File: src/rtl/mrt_pkg.sv
package mrt_pkg;
  localparam int RES_COUNT = 6;
  localparam int RES_W     = 3;

  typedef enum logic [RES_W-1:0] {
    RES_ALU_A  = 3'd0,
    RES_ALU_B  = 3'd1,
    RES_MEM    = 3'd2,
    RES_BUS_A  = 3'd3,
    RES_BUS_B  = 3'd4,
    RES_BRANCH = 3'd5
  } res_e;

  function automatic logic res_is_valid(input logic [RES_W-1:0] code);
    return int'(code) < RES_COUNT;
  endfunction
endpackage

File: src/rtl/mrt_ii_reg.sv
module mrt_ii_reg #(
  parameter int MAX_II = 16,
  parameter int IIW    = $clog2(MAX_II + 1)
) (
  input  logic           clk,
  input  logic           rst_n,
  input  logic           load_i,
  input  logic [IIW-1:0] val_i,
  output logic [IIW-1:0] ii_o
);
  localparam logic [IIW-1:0] II_MAX_V = IIW'(MAX_II);
  localparam logic [IIW-1:0] II_ONE   = IIW'(1);

  function automatic logic [IIW-1:0] clamp_ii(input logic [IIW-1:0] v);
    if (v == '0)          return II_ONE;
    else if (v > II_MAX_V) return II_MAX_V;
    else                   return v;
  endfunction

  logic [IIW-1:0] ii_q;

  always_ff @(posedge clk or negedge rst_n) begin
    if (!rst_n)      ii_q <= II_ONE;
    else if (load_i) ii_q <= clamp_ii(val_i);
  end

  assign ii_o = ii_q;

  assert_ii_range_R7: assert property (@(posedge clk) disable iff (!rst_n)
    (ii_q != '0) && (ii_q <= II_MAX_V));
endmodule

File: src/rtl/mrt_slot_calc.sv
module mrt_slot_calc #(
  parameter int TIME_W = 16,
  parameter int MAX_II = 16,
  parameter int IIW    = $clog2(MAX_II + 1),
  parameter int SLOTW  = (MAX_II > 1) ? $clog2(MAX_II) : 1
) (
  input  logic [TIME_W-1:0] time_i,
  input  logic [IIW-1:0]    ii_i,
  output logic [SLOTW-1:0]  slot_o
);
  // restoring shift-subtract remainder; valid for any nonzero divisor
  function automatic logic [SLOTW-1:0] fold_time(input logic [TIME_W-1:0] t,
                                                 input logic [IIW-1:0] d);
    logic [IIW:0] rem;
    rem = '0;
    for (int i = TIME_W - 1; i >= 0; i--) begin
      rem = {rem[IIW-1:0], t[i]};
      if (rem >= {1'b0, d}) rem = rem - {1'b0, d};
    end
    return rem[SLOTW-1:0];
  endfunction

  assign slot_o = fold_time(time_i, ii_i);
endmodule

File: src/rtl/mrt_grid.sv
module mrt_grid #(
  parameter int MAX_II = 16,
  parameter int SLOTW  = (MAX_II > 1) ? $clog2(MAX_II) : 1
) (
  input  logic                     clk,
  input  logic                     rst_n,
  input  logic                     wipe_i,
  input  logic                     wr_en_i,
  input  logic [SLOTW-1:0]         slot_i,
  input  logic [mrt_pkg::RES_W-1:0] res_i,
  output logic                     busy_o
);
  import mrt_pkg::*;

  logic [MAX_II-1:0][RES_COUNT-1:0] cells;
  logic                             code_ok;

  assign code_ok = res_is_valid(res_i);
  assign busy_o  = code_ok ? cells[slot_i][res_i] : 1'b1;

  always_ff @(posedge clk or negedge rst_n) begin
    if (!rst_n)                  cells <= '0;
    else if (wipe_i)             cells <= '0;
    else if (wr_en_i && code_ok) cells[slot_i][res_i] <= 1'b1;
  end

  assert_wipe_empties_R6: assert property (@(posedge clk) disable iff (!rst_n)
    wipe_i |=> (cells == '0));
  assert_cells_sticky_R5: assert property (@(posedge clk) disable iff (!rst_n)
    !wipe_i |=> ((cells & $past(cells)) == $past(cells)));
  assert_one_cell_per_cycle_R4: assert property (@(posedge clk) disable iff (!rst_n)
    !wipe_i |=> ($countones(cells) <= $countones($past(cells)) + 1));
endmodule

File: src/rtl/mrt_unit.sv
module mrt_unit #(
  parameter int TIME_W = 16,
  parameter int MAX_II = 16,
  parameter int IIW    = $clog2(MAX_II + 1),
  parameter int SLOTW  = (MAX_II > 1) ? $clog2(MAX_II) : 1
) (
  input  logic                      clk,
  input  logic                      rst_n,
  input  logic                      clr_i,
  input  logic                      ii_load_i,
  input  logic [IIW-1:0]            ii_val_i,
  input  logic                      req_valid_i,
  input  logic [TIME_W-1:0]         req_time_i,
  input  logic [mrt_pkg::RES_W-1:0] req_res_i,
  input  logic                      req_commit_i,
  output logic                      rsp_valid_o,
  output logic                      rsp_free_o,
  output logic                      rsp_conflict_o,
  output logic [SLOTW-1:0]          rsp_slot_o
);
  logic [IIW-1:0]   ii_cur;
  logic [SLOTW-1:0] slot_now;
  logic             cell_busy;
  logic             accept;
  logic             grant;
  logic             wipe;

  assign wipe   = clr_i | ii_load_i;
  assign accept = req_valid_i & ~wipe;
  assign grant  = accept & req_commit_i & ~cell_busy;

  mrt_ii_reg #(.MAX_II(MAX_II), .IIW(IIW)) ii_reg_i (
    .clk(clk), .rst_n(rst_n), .load_i(ii_load_i), .val_i(ii_val_i), .ii_o(ii_cur)
  );

  mrt_slot_calc #(.TIME_W(TIME_W), .MAX_II(MAX_II), .IIW(IIW), .SLOTW(SLOTW)) slot_i (
    .time_i(req_time_i), .ii_i(ii_cur), .slot_o(slot_now)
  );

  mrt_grid #(.MAX_II(MAX_II), .SLOTW(SLOTW)) grid_i (
    .clk(clk), .rst_n(rst_n), .wipe_i(wipe), .wr_en_i(grant),
    .slot_i(slot_now), .res_i(req_res_i), .busy_o(cell_busy)
  );

  always_ff @(posedge clk or negedge rst_n) begin
    if (!rst_n) begin
      rsp_valid_o    <= 1'b0;
      rsp_free_o     <= 1'b0;
      rsp_conflict_o <= 1'b0;
      rsp_slot_o     <= '0;
    end else begin
      rsp_valid_o <= accept;
      if (accept) begin
        rsp_free_o     <= ~cell_busy;
        rsp_conflict_o <= req_commit_i & cell_busy;
        rsp_slot_o     <= slot_now;
      end
    end
  end

  assert_rsp_follows_accept_R2: assert property (@(posedge clk) disable iff (!rst_n)
    rsp_valid_o == $past(accept));
  assert_slot_in_range_R2: assert property (@(posedge clk) disable iff (!rst_n)
    rsp_valid_o |-> (IIW'(rsp_slot_o) < ii_cur));
  assert_conflict_not_free_R5: assert property (@(posedge clk) disable iff (!rst_n)
    rsp_conflict_o |-> !rsp_free_o);
  assert_wipe_no_grant_R6: assert property (@(posedge clk) disable iff (!rst_n)
    wipe |-> !grant);
endmodule

File: config.mk
export PLATFORM = sky130hd
export DESIGN_NAME = mrt_unit
export DESIGN_NICKNAME = d
export VERILOG_FILES = /design/src/rtl/mrt_pkg.sv /design/src/rtl/mrt_ii_reg.sv /design/src/rtl/mrt_slot_calc.sv /design/src/rtl/mrt_grid.sv /design/src/rtl/mrt_unit.sv
export SDC_FILE = /design/constraint.sdc
export NUM_CORES = 1
export LEC_CHECK = 0
export ABC_AREA = 1
export BUFFER_PORTS_ARGS = -buffer_cell sky130_fd_sc_hd__buf_2
export CAP_MARGIN = 30
export CORE_ASPECT_RATIO = 1.4
export CORE_MARGIN = 8
export CORE_UTILIZATION = 55
export CTS_BUF_LIST = sky130_fd_sc_hd__clkbuf_16
export CTS_CLUSTER_DIAMETER = 40
export CTS_CLUSTER_SIZE = 25
export DETAILED_ROUTE_END_ITERATION = 8
export MAX_ROUTING_LAYER = met4
export PLACE_DENSITY_LB_ADDON = 0.2
export SLEW_MARGIN = 10
export SYNTH_ARGS = -nofsm -noshare
export SYNTH_HDL_FRONTEND = slang
export SYNTH_SLANG_ARGS = --single-unit
File: constraint.sdc
create_clock -name clk -period 63 [get_ports clk]
set_clock_uncertainty 0.15 [all_clocks]
set_input_delay 3.15 -clock clk [delete_from_list [all_inputs] [get_ports clk]]
set_output_delay 3.15 -clock clk [all_outputs]
set_load 0.05 [all_outputs]
# After elaboration in Yosys (flattened, before gate mapping)
# Index checks and enable logic that the tools add are counted.
[classes]
order_cmp = 22
n_reduce_logical = 5
n_mux = 29
bitwise_logic = 8
add_sub_neg = 16
[op_table]
columns = ["op", "count"]
rows = [
  ["$mux 96", 2],
  ["$or 96x96->96", 1],
  ["$ge 6x5->1", 15],
  ["$mux 5", 17],
  ["$sub 5x5->5", 14],
  ["$bmux 6 s4", 1],
  ["$demux 6 s4", 1],
  ["$mux 6", 2],
  ["$ge 1x5->1", 1],
  ["$gt 5x5->1 const B", 1],
  ["$logic_not 5->1", 1],
  ["$lt 4x5->1 const B", 1],
  ["$sub 1x5->5", 1],
  ["$and 1x1->1", 4],
  ["$ge 4x1->1 const B", 1],
  ["$lt 3x4->1 const B", 1],
  ["$mux 4", 1],
  ["$sub 4x4->4", 1],
  ["$bmux 1 s3", 1],
  ["$demux 1 s3", 1],
  ["$ge 3x1->1 const B", 1],
  ["$logic_and 1x1->1", 3],
  ["$lt 3x3->1 const B", 1],
  ["$mux 1", 3],
  ["3 further kinds", 4],
]
[word_totals]
reg_bits = 108
elab_cells = 101

# Logic depth before layout (Yosys ltp)
[depth]
word_depth = 42
depth_mapped = 166

# Cells and area by module
# Synthesis repeated with hierarchy kept, for this count alone.
[unflattened]
cells_unflattened = 1390
hier_area_um2 = 9636.7
[by_module_without_submodules]
columns = ["mod", "seq_area_each_um2", "cells_per_inst", "area_each_um2", "instances"]
rows = [
  ["mrt_grid", 2402.3, 636, 4740.8, 1],
  ["mrt_slot_calc", 0.0, 694, 4379.2, 1],
  ["mrt_unit", 175.2, 34, 304.0, 1],
  ["mrt_ii_reg", 126.4, 26, 212.7, 1],
]

# Worst setup path after synthesis
# Ideal clock, no wire load.
[synth_timing]
path_type = "input to register"
start = "input port req_time_i[15]"
end = "register grid_i.cells[73] in the netlist's numbering"
path_slack_ns = 38.722
arrival_time_ns = 24.011
n_path_buf = 4
cell_stages = 155
setup_time_ns = 0.117
cell_sequence = "inv_1 ha_1 inv_1 nand2_1 nand3_2 o21ai_1 inv_1 fa_1 nand3b_1 nand2_1 nand2_2 nand3_4 nand2_1 o21ai_1 inv_1 ha_1 nand2_1 nand2_1 (+119 left out) a21oi_1 nand3_4 nand2_4 nand2_2 buf_6 buf_8 nor2_1 nand2_1 nand3_1 a21oi_1 nand2_1 nand3_1 nand3_4 nand2_4 buf_12 buf_12 nand3_2 nand2_1"
[synth_via]
elab_chain_cells = 41
[synth_lines]
columns = ["item", "line_no", "rtl"]
rows = [
  ["start: declaration", "mrt_unit.sv:13", "input logic [TIME_W-1:0] req_time_i,"],
  ["$sub 1x5->5 or $ge 1x5->1 (tied branches)", "mrt_slot_calc.sv:18", "if (rem >= {1'b0, d}) rem = rem - {1'b0, d};"],
  ["$mux 5 *", "mrt_slot_calc.sv:18", ""],
  ["$sub 5x5->5 or $ge 6x5->1 (tied branches)", "mrt_slot_calc.sv:18", ""],
  ["$mux 5 *", "mrt_slot_calc.sv:18", ""],
  ["$sub 5x5->5 or $ge 6x5->1 (tied branches)", "mrt_slot_calc.sv:18", ""],
  ["$mux 5 *", "mrt_slot_calc.sv:18", ""],
  ["$sub 5x5->5 or $ge 6x5->1 (tied branches)", "mrt_slot_calc.sv:18", ""],
  ["$mux 5 *", "mrt_slot_calc.sv:18", ""],
  ["(+25 left out)", "n/a", ""],
  ["$mux 6 (implied by the code)", "mrt_grid.sv:19", "assign busy_o = code_ok ? cells[slot_i][res_i] : 1'b1;"],
  ["$bmux 1 s3", "mrt_grid.sv:19", ""],
  ["$mux 1 (implied by the code)", "mrt_grid.sv:19", ""],
  ["$mux 1", "mrt_grid.sv:19", ""],
  ["$not 1->1", "mrt_unit.sv:30", "assign grant = accept & req_commit_i & ~cell_busy;"],
  ["$and 1x1->1", "mrt_unit.sv:30", ""],
  ["$logic_and 1x1->1", "mrt_grid.sv:24", "else if (wr_en_i && code_ok) cells[slot_i][res_i] <= 1'b1;"],
  ["$reduce_bool 2->1 (no line)", "n/a", ""],
  ["end signal: assignment", "mrt_grid.sv:22", "if (!rst_n) cells <= '0;"],
  ["end signal: assignment", "mrt_grid.sv:23", "else if (wipe_i) cells <= '0;"],
  ["end signal: indexed assignment", "mrt_grid.sv:24", ""],
  ["end: declaration", "mrt_grid.sv:15", "logic [MAX_II-1:0][RES_COUNT-1:0] cells;"],
]
# Every way passes the cells marked *; elsewhere a longest branch is shown, timed or not. The select of a mux whose other input is x is not followed.
# A chain may end at the register's enable or synchronous reset.

# Final worst setup path
[layout_timing]
start = "input port req_time_i[15]"
end = "register grid_i.cells[26] in the netlist's numbering"
# The elaborated chain is that of the path after synthesis.

==> insert_results.sql <==
INSERT INTO impl_metrics (metric_group, metric, value, unit) VALUES
('yosys', 'synth-async-reset-ratio', '100', '%'),
('grt', 'number_of_antenna_violations_at_the_first_check_in_global_routing', '0', ''),
('setup_path', 'critical_path.reg2reg.startpoint', 'ii_reg_i.ii_o[0]', ''),
('clock_network', 'cts_resized', '0', ''),
('setup_path', 'setup.worst_path.start_class', 'input pin', ''),
('setup_path', 'rr_worst_depth', '154', ''),
('timing', 'final.setup.tns', '0', 'ns'),
('final_layout', 'area_delta_synth_final', '3.13', '%'),
('placed_design', 'routability_cong', '0.885', ''),
('timing', 'slew_headroom', '37.4', '%'),
('yosys', 'ffs_latches_synth', '108', ''),
('setup_path', 'critPathCaptureType', 'flip-flop', ''),
('clock_network', 'deepest_clock_path_buffer_count', '2', ''),
('die', 'die_height', '187', 'um'),
('final_layout', 'layout-drive-gt1-share', '11.1', '%'),
('timing', 'max_freq', '35.2', 'MHz'),
('yosys', 'syn-cell-area', '11500', 'um^2'),
('clock_network', 'numCtsBuffers', '9', ''),
('placed_design', 'dp_hpwl', '20800', 'um'),
('timing', 'worstMarginPinSlew', '0.936', 'ns'),
('setup_path', 'wp_data_required', '63.15', 'ns'),
('yosys', 'synth.net_count', '1786', ''),
('job', 'max_cap_violations', '0', ''),
('die', 'initial_utilization', '56.0', '%'),
('yosys', 'synth-main-ff-cell', 'dfrtp_1', ''),
('timing', 'finalHoldViolations', '0', ''),
('yosys', 'number_of_enable_flip_flop_cells_after_synthesis', '0', ''),
('yosys', 'synth.yosys.warnings', '0', ''),
('timing', 'final-setup-viol-count', '0', ''),
('setup_path', 'critPathKind', 'input pin to flip-flop', ''),
('final_layout', 'antenna_cells', '0', ''),
('clock_network', 'cts.sink_count', '108', ''),
('drt', 'drt_first_pass_iters', '7', ''),
('die', 'num_rows', '62', ''),
('setup_path', 'critPathTopFamily', 'simple AND/OR/NAND/NOR gates', ''),
('hold_path', 'min-delay-path-class', 'flip-flop to flip-flop', ''),
('grt', 'globalRoute.totalOverflow', '0', ''),
('clock_network', 'clkTransAtPathRegs', '0.08', 'ns'),
('status', 'outcome', 'completed', ''),
('grt', 'groute.usage.overall', '23.6', '%'),
('hold_path', 'hold_path_depth', '2', ''),
('yosys', 'netlist-cell-type-count', '49', ''),
('clock_network', 'h-tree-depth', '3', ''),
('drt', 'drc', '0', ''),
('placed_design', 'io_buffers', '36', ''),
('clock_network', 'tritoncts', 'done', ''),
('setup_path', 'crit_path_max_incr_delay', '0.78', 'ns'),
('die', 'design.die.area', '25800', 'um^2'),
('hold_path', 'worstHoldEndpoint', 'rsp_conflict_o', ''),
('setup_path', 'reg2reg_setup_slack', '36.56', 'ns'),
('clock_network', 'insertion_delay', '0.36', 'ns'),
('timing', 'fraction_of_the_cycle_the_final_worst_path_needs', '45.2', '%'),
('setup_path', 'path_max_fanout', '72', ''),
('grt', 'grt_first_pass_wirelength', '50600', 'um'),
('die', 'die-width', '138', 'um'),
('drt', 'drt_first_iter_violations', '851', ''),
('yosys', 'netlist_instances', '1664', ''),
('clock_network', 'cts_hold_buffers', '0', ''),
('drt', 'wl_per_cell', '15.7', 'um'),
('setup_path', 'timing.critical_path.slowest_stage_cell', 'buf_4', ''),
('drt', 'totalWireLength', '30000', 'um'),
('grt', 'grt_max_degree', '104', ''),
('hold_path', 'hold_path_startpoint', 'rsp_conflict_o', ''),
('drt', 'total_vias_in_the_final_route', '10900', ''),
('final_layout', 'mostFrequentLayoutCells', 'nand2_1 (492), inv_1 (206), nand3_1 (156)', ''),
('timing', 'count_of_pins_over_their_slew_limit', '0', ''),
('yosys', 'yosysSeqAreaShare', '23.6', '%'),
('setup_path', 'crit_buf_inv', '29', ''),
('grt', 'first_global_vias', '10600', ''),
('yosys', 'syn_avg_cell_area', '6.89', 'um^2'),
('clock_network', 'post-cts-setup-buffers', '0', ''),
('final_layout', 'mostFrequentLayoutCell', 'nand2_1', ''),
('timing', 'layout_min_cycle_time', '28.45', 'ns'),
('final_layout', 'fin_nets', '1772', ''),
('drt', 'routed_via_density', '5.70', ''),
('die', 'core-area', '20500', 'um^2'),
('setup_path', 'critical_path_arrival', '28.60', 'ns'),
('setup_path', 'crit_path_frequent_cell', 'nand2_1', ''),
('clock_network', 'cts_root_buf', 'clkbuf_16', ''),
('drt', 'ant_nets', '0', ''),
('die', 'num_io_pins', '37', ''),
('setup_path', 'rr_endpoint', 'grid_i.cells[26]', ''),
('timing', 'rsz0062_at_grt', 'false', '');
[tightest hold or removal path: cells and delay by family (launching register included)]
kind / cells / cell delay [ns]
flip-flops: 1 / 0.35
AO/OA/AOI/OAI: 1 / 0.06
AND/OR/NAND/NOR: 1 / 0.05
[state kept, by name, summed over array words and instances, names as in the netlist]
signal / count
grid_i.cells: 96
ii_reg_i.ii_o: 5
rsp_slot_o: 4
rsp_conflict_o: 1
rsp_free_o: 1
rsp_valid_o: 1
[final cells by class]
type / count / area (um^2)
Inverter: 217 / 817
Sequential cell: 108 / 2700
Clock buffer: 9 / 225
Multi-Input combinational cell: 1263 / 7350
Fill cell: 2036 / 8650
Tap cell: 256 / 320
Clock inverter: 7 / 55.1
Timing Repair Buffer: 51 / 360
[synth_stat cells (2+ instances only)]
library cell / count / area, um^2
nand2_2: 8 / 50.1
fa_1: 15 / 300
xnor2_1: 13 / 114
buf_6: 7 / 78.8
o22ai_1: 3 / 18.8
a211oi_1: 3 / 22.5
nand4_2: 3 / 37.5
xor2_1: 28 / 245
dlygate4sd3_1: 7 / 70.1
buf_2: 14 / 70.1
nand3_1: 156 / 781
clkbuf_1: 26 / 97.6
nor2_1: 63 / 236
o21bai_1: 9 / 67.6
nand2_4: 11 / 124
buf_8: 9 / 135
nand3b_1: 3 / 22.5
nor4_1: 2 / 12.5
buf_12: 5 / 100
nand2_1: 492 / 1850
o21a_1: 2 / 15.0
o21ai_0: 121 / 606
a21oi_1: 30 / 150
nand3_4: 13 / 228
nor2_2: 17 / 106
dfrtp_1: 107 / 2680
buf_4: 6 / 45.0
nand3_2: 45 / 450
inv_1: 206 / 773
o21ai_1: 28 / 140
nand4_1: 105 / 657
nor2_4: 3 / 33.8
o31ai_1: 3 / 22.5
inv_2: 9 / 33.8
ha_1: 77 / 963
nor3_2: 2 / 20.0
[worst max-delay path by stage]
stage                              start                to  depth (start not counted)
after detailed placement  req_time_i[15]  grid_i.cells[42]                        153
after floorplan           req_time_i[15]  grid_i.cells[73]                        155
after CTS                 req_time_i[15]  grid_i.cells[77]                        155
final                     req_time_i[15]  grid_i.cells[26]                        155
after global routing      req_time_i[15]  grid_i.cells[95]                        155
after global placement    req_time_i[15]  grid_i.cells[33]                        153
[metrics by stage]
| step | instance area (um^2) | instances | hold WS [ns] | utilization (%) | setup WS, ns |
|---|---|---|---|---|---|
| after floorplan | 11500 | 1664 | 0.318 | - | 38.72 |
| after global placement | 11500 | 1891 | 0.312 | 55.9 | 34.79 |
| after detailed placement | 11500 | 1892 | 0.325 | 56.0 | 34.30 |
| after CTS | 11800 | 1908 | 0.347 | 57.4 | 34.64 |
| after global routing | 11800 | 1911 | 0.375 | 57.8 | 31.95 |
| final | 11800 | 1911 | 0.343 | 57.8 | 34.55 |
[metal layers]
metal | share of wire [%] | vias to the layer above | track usage [%]
li1 | - | 5461 | -
met3 | 4.2 | 78 | 2.46
met1 | 41 | 5100 | 26.6
met4 | 3.3 | 0 | 9.98
met5 | 0 | - | -
met2 | 51 | 260 | 41.4
[cell families (layout without fill, tap and decap cells)]
family	Yosys count	after routing	share of synthesized area (%)
AO/OA/AOI/OAI	204	204	9.52
XOR/XNOR	41	41	3.13
adder cells (fa/ha/maj)	92	92	11.0
buffers and inverters	293	284	12.4
flip-flops	108	108	23.6
AND/OR/NAND/NOR	926	926	40.3
Power is not shown: default switching activity piles up to over one toggle a cycle in this logic, so the estimate is an artifact.
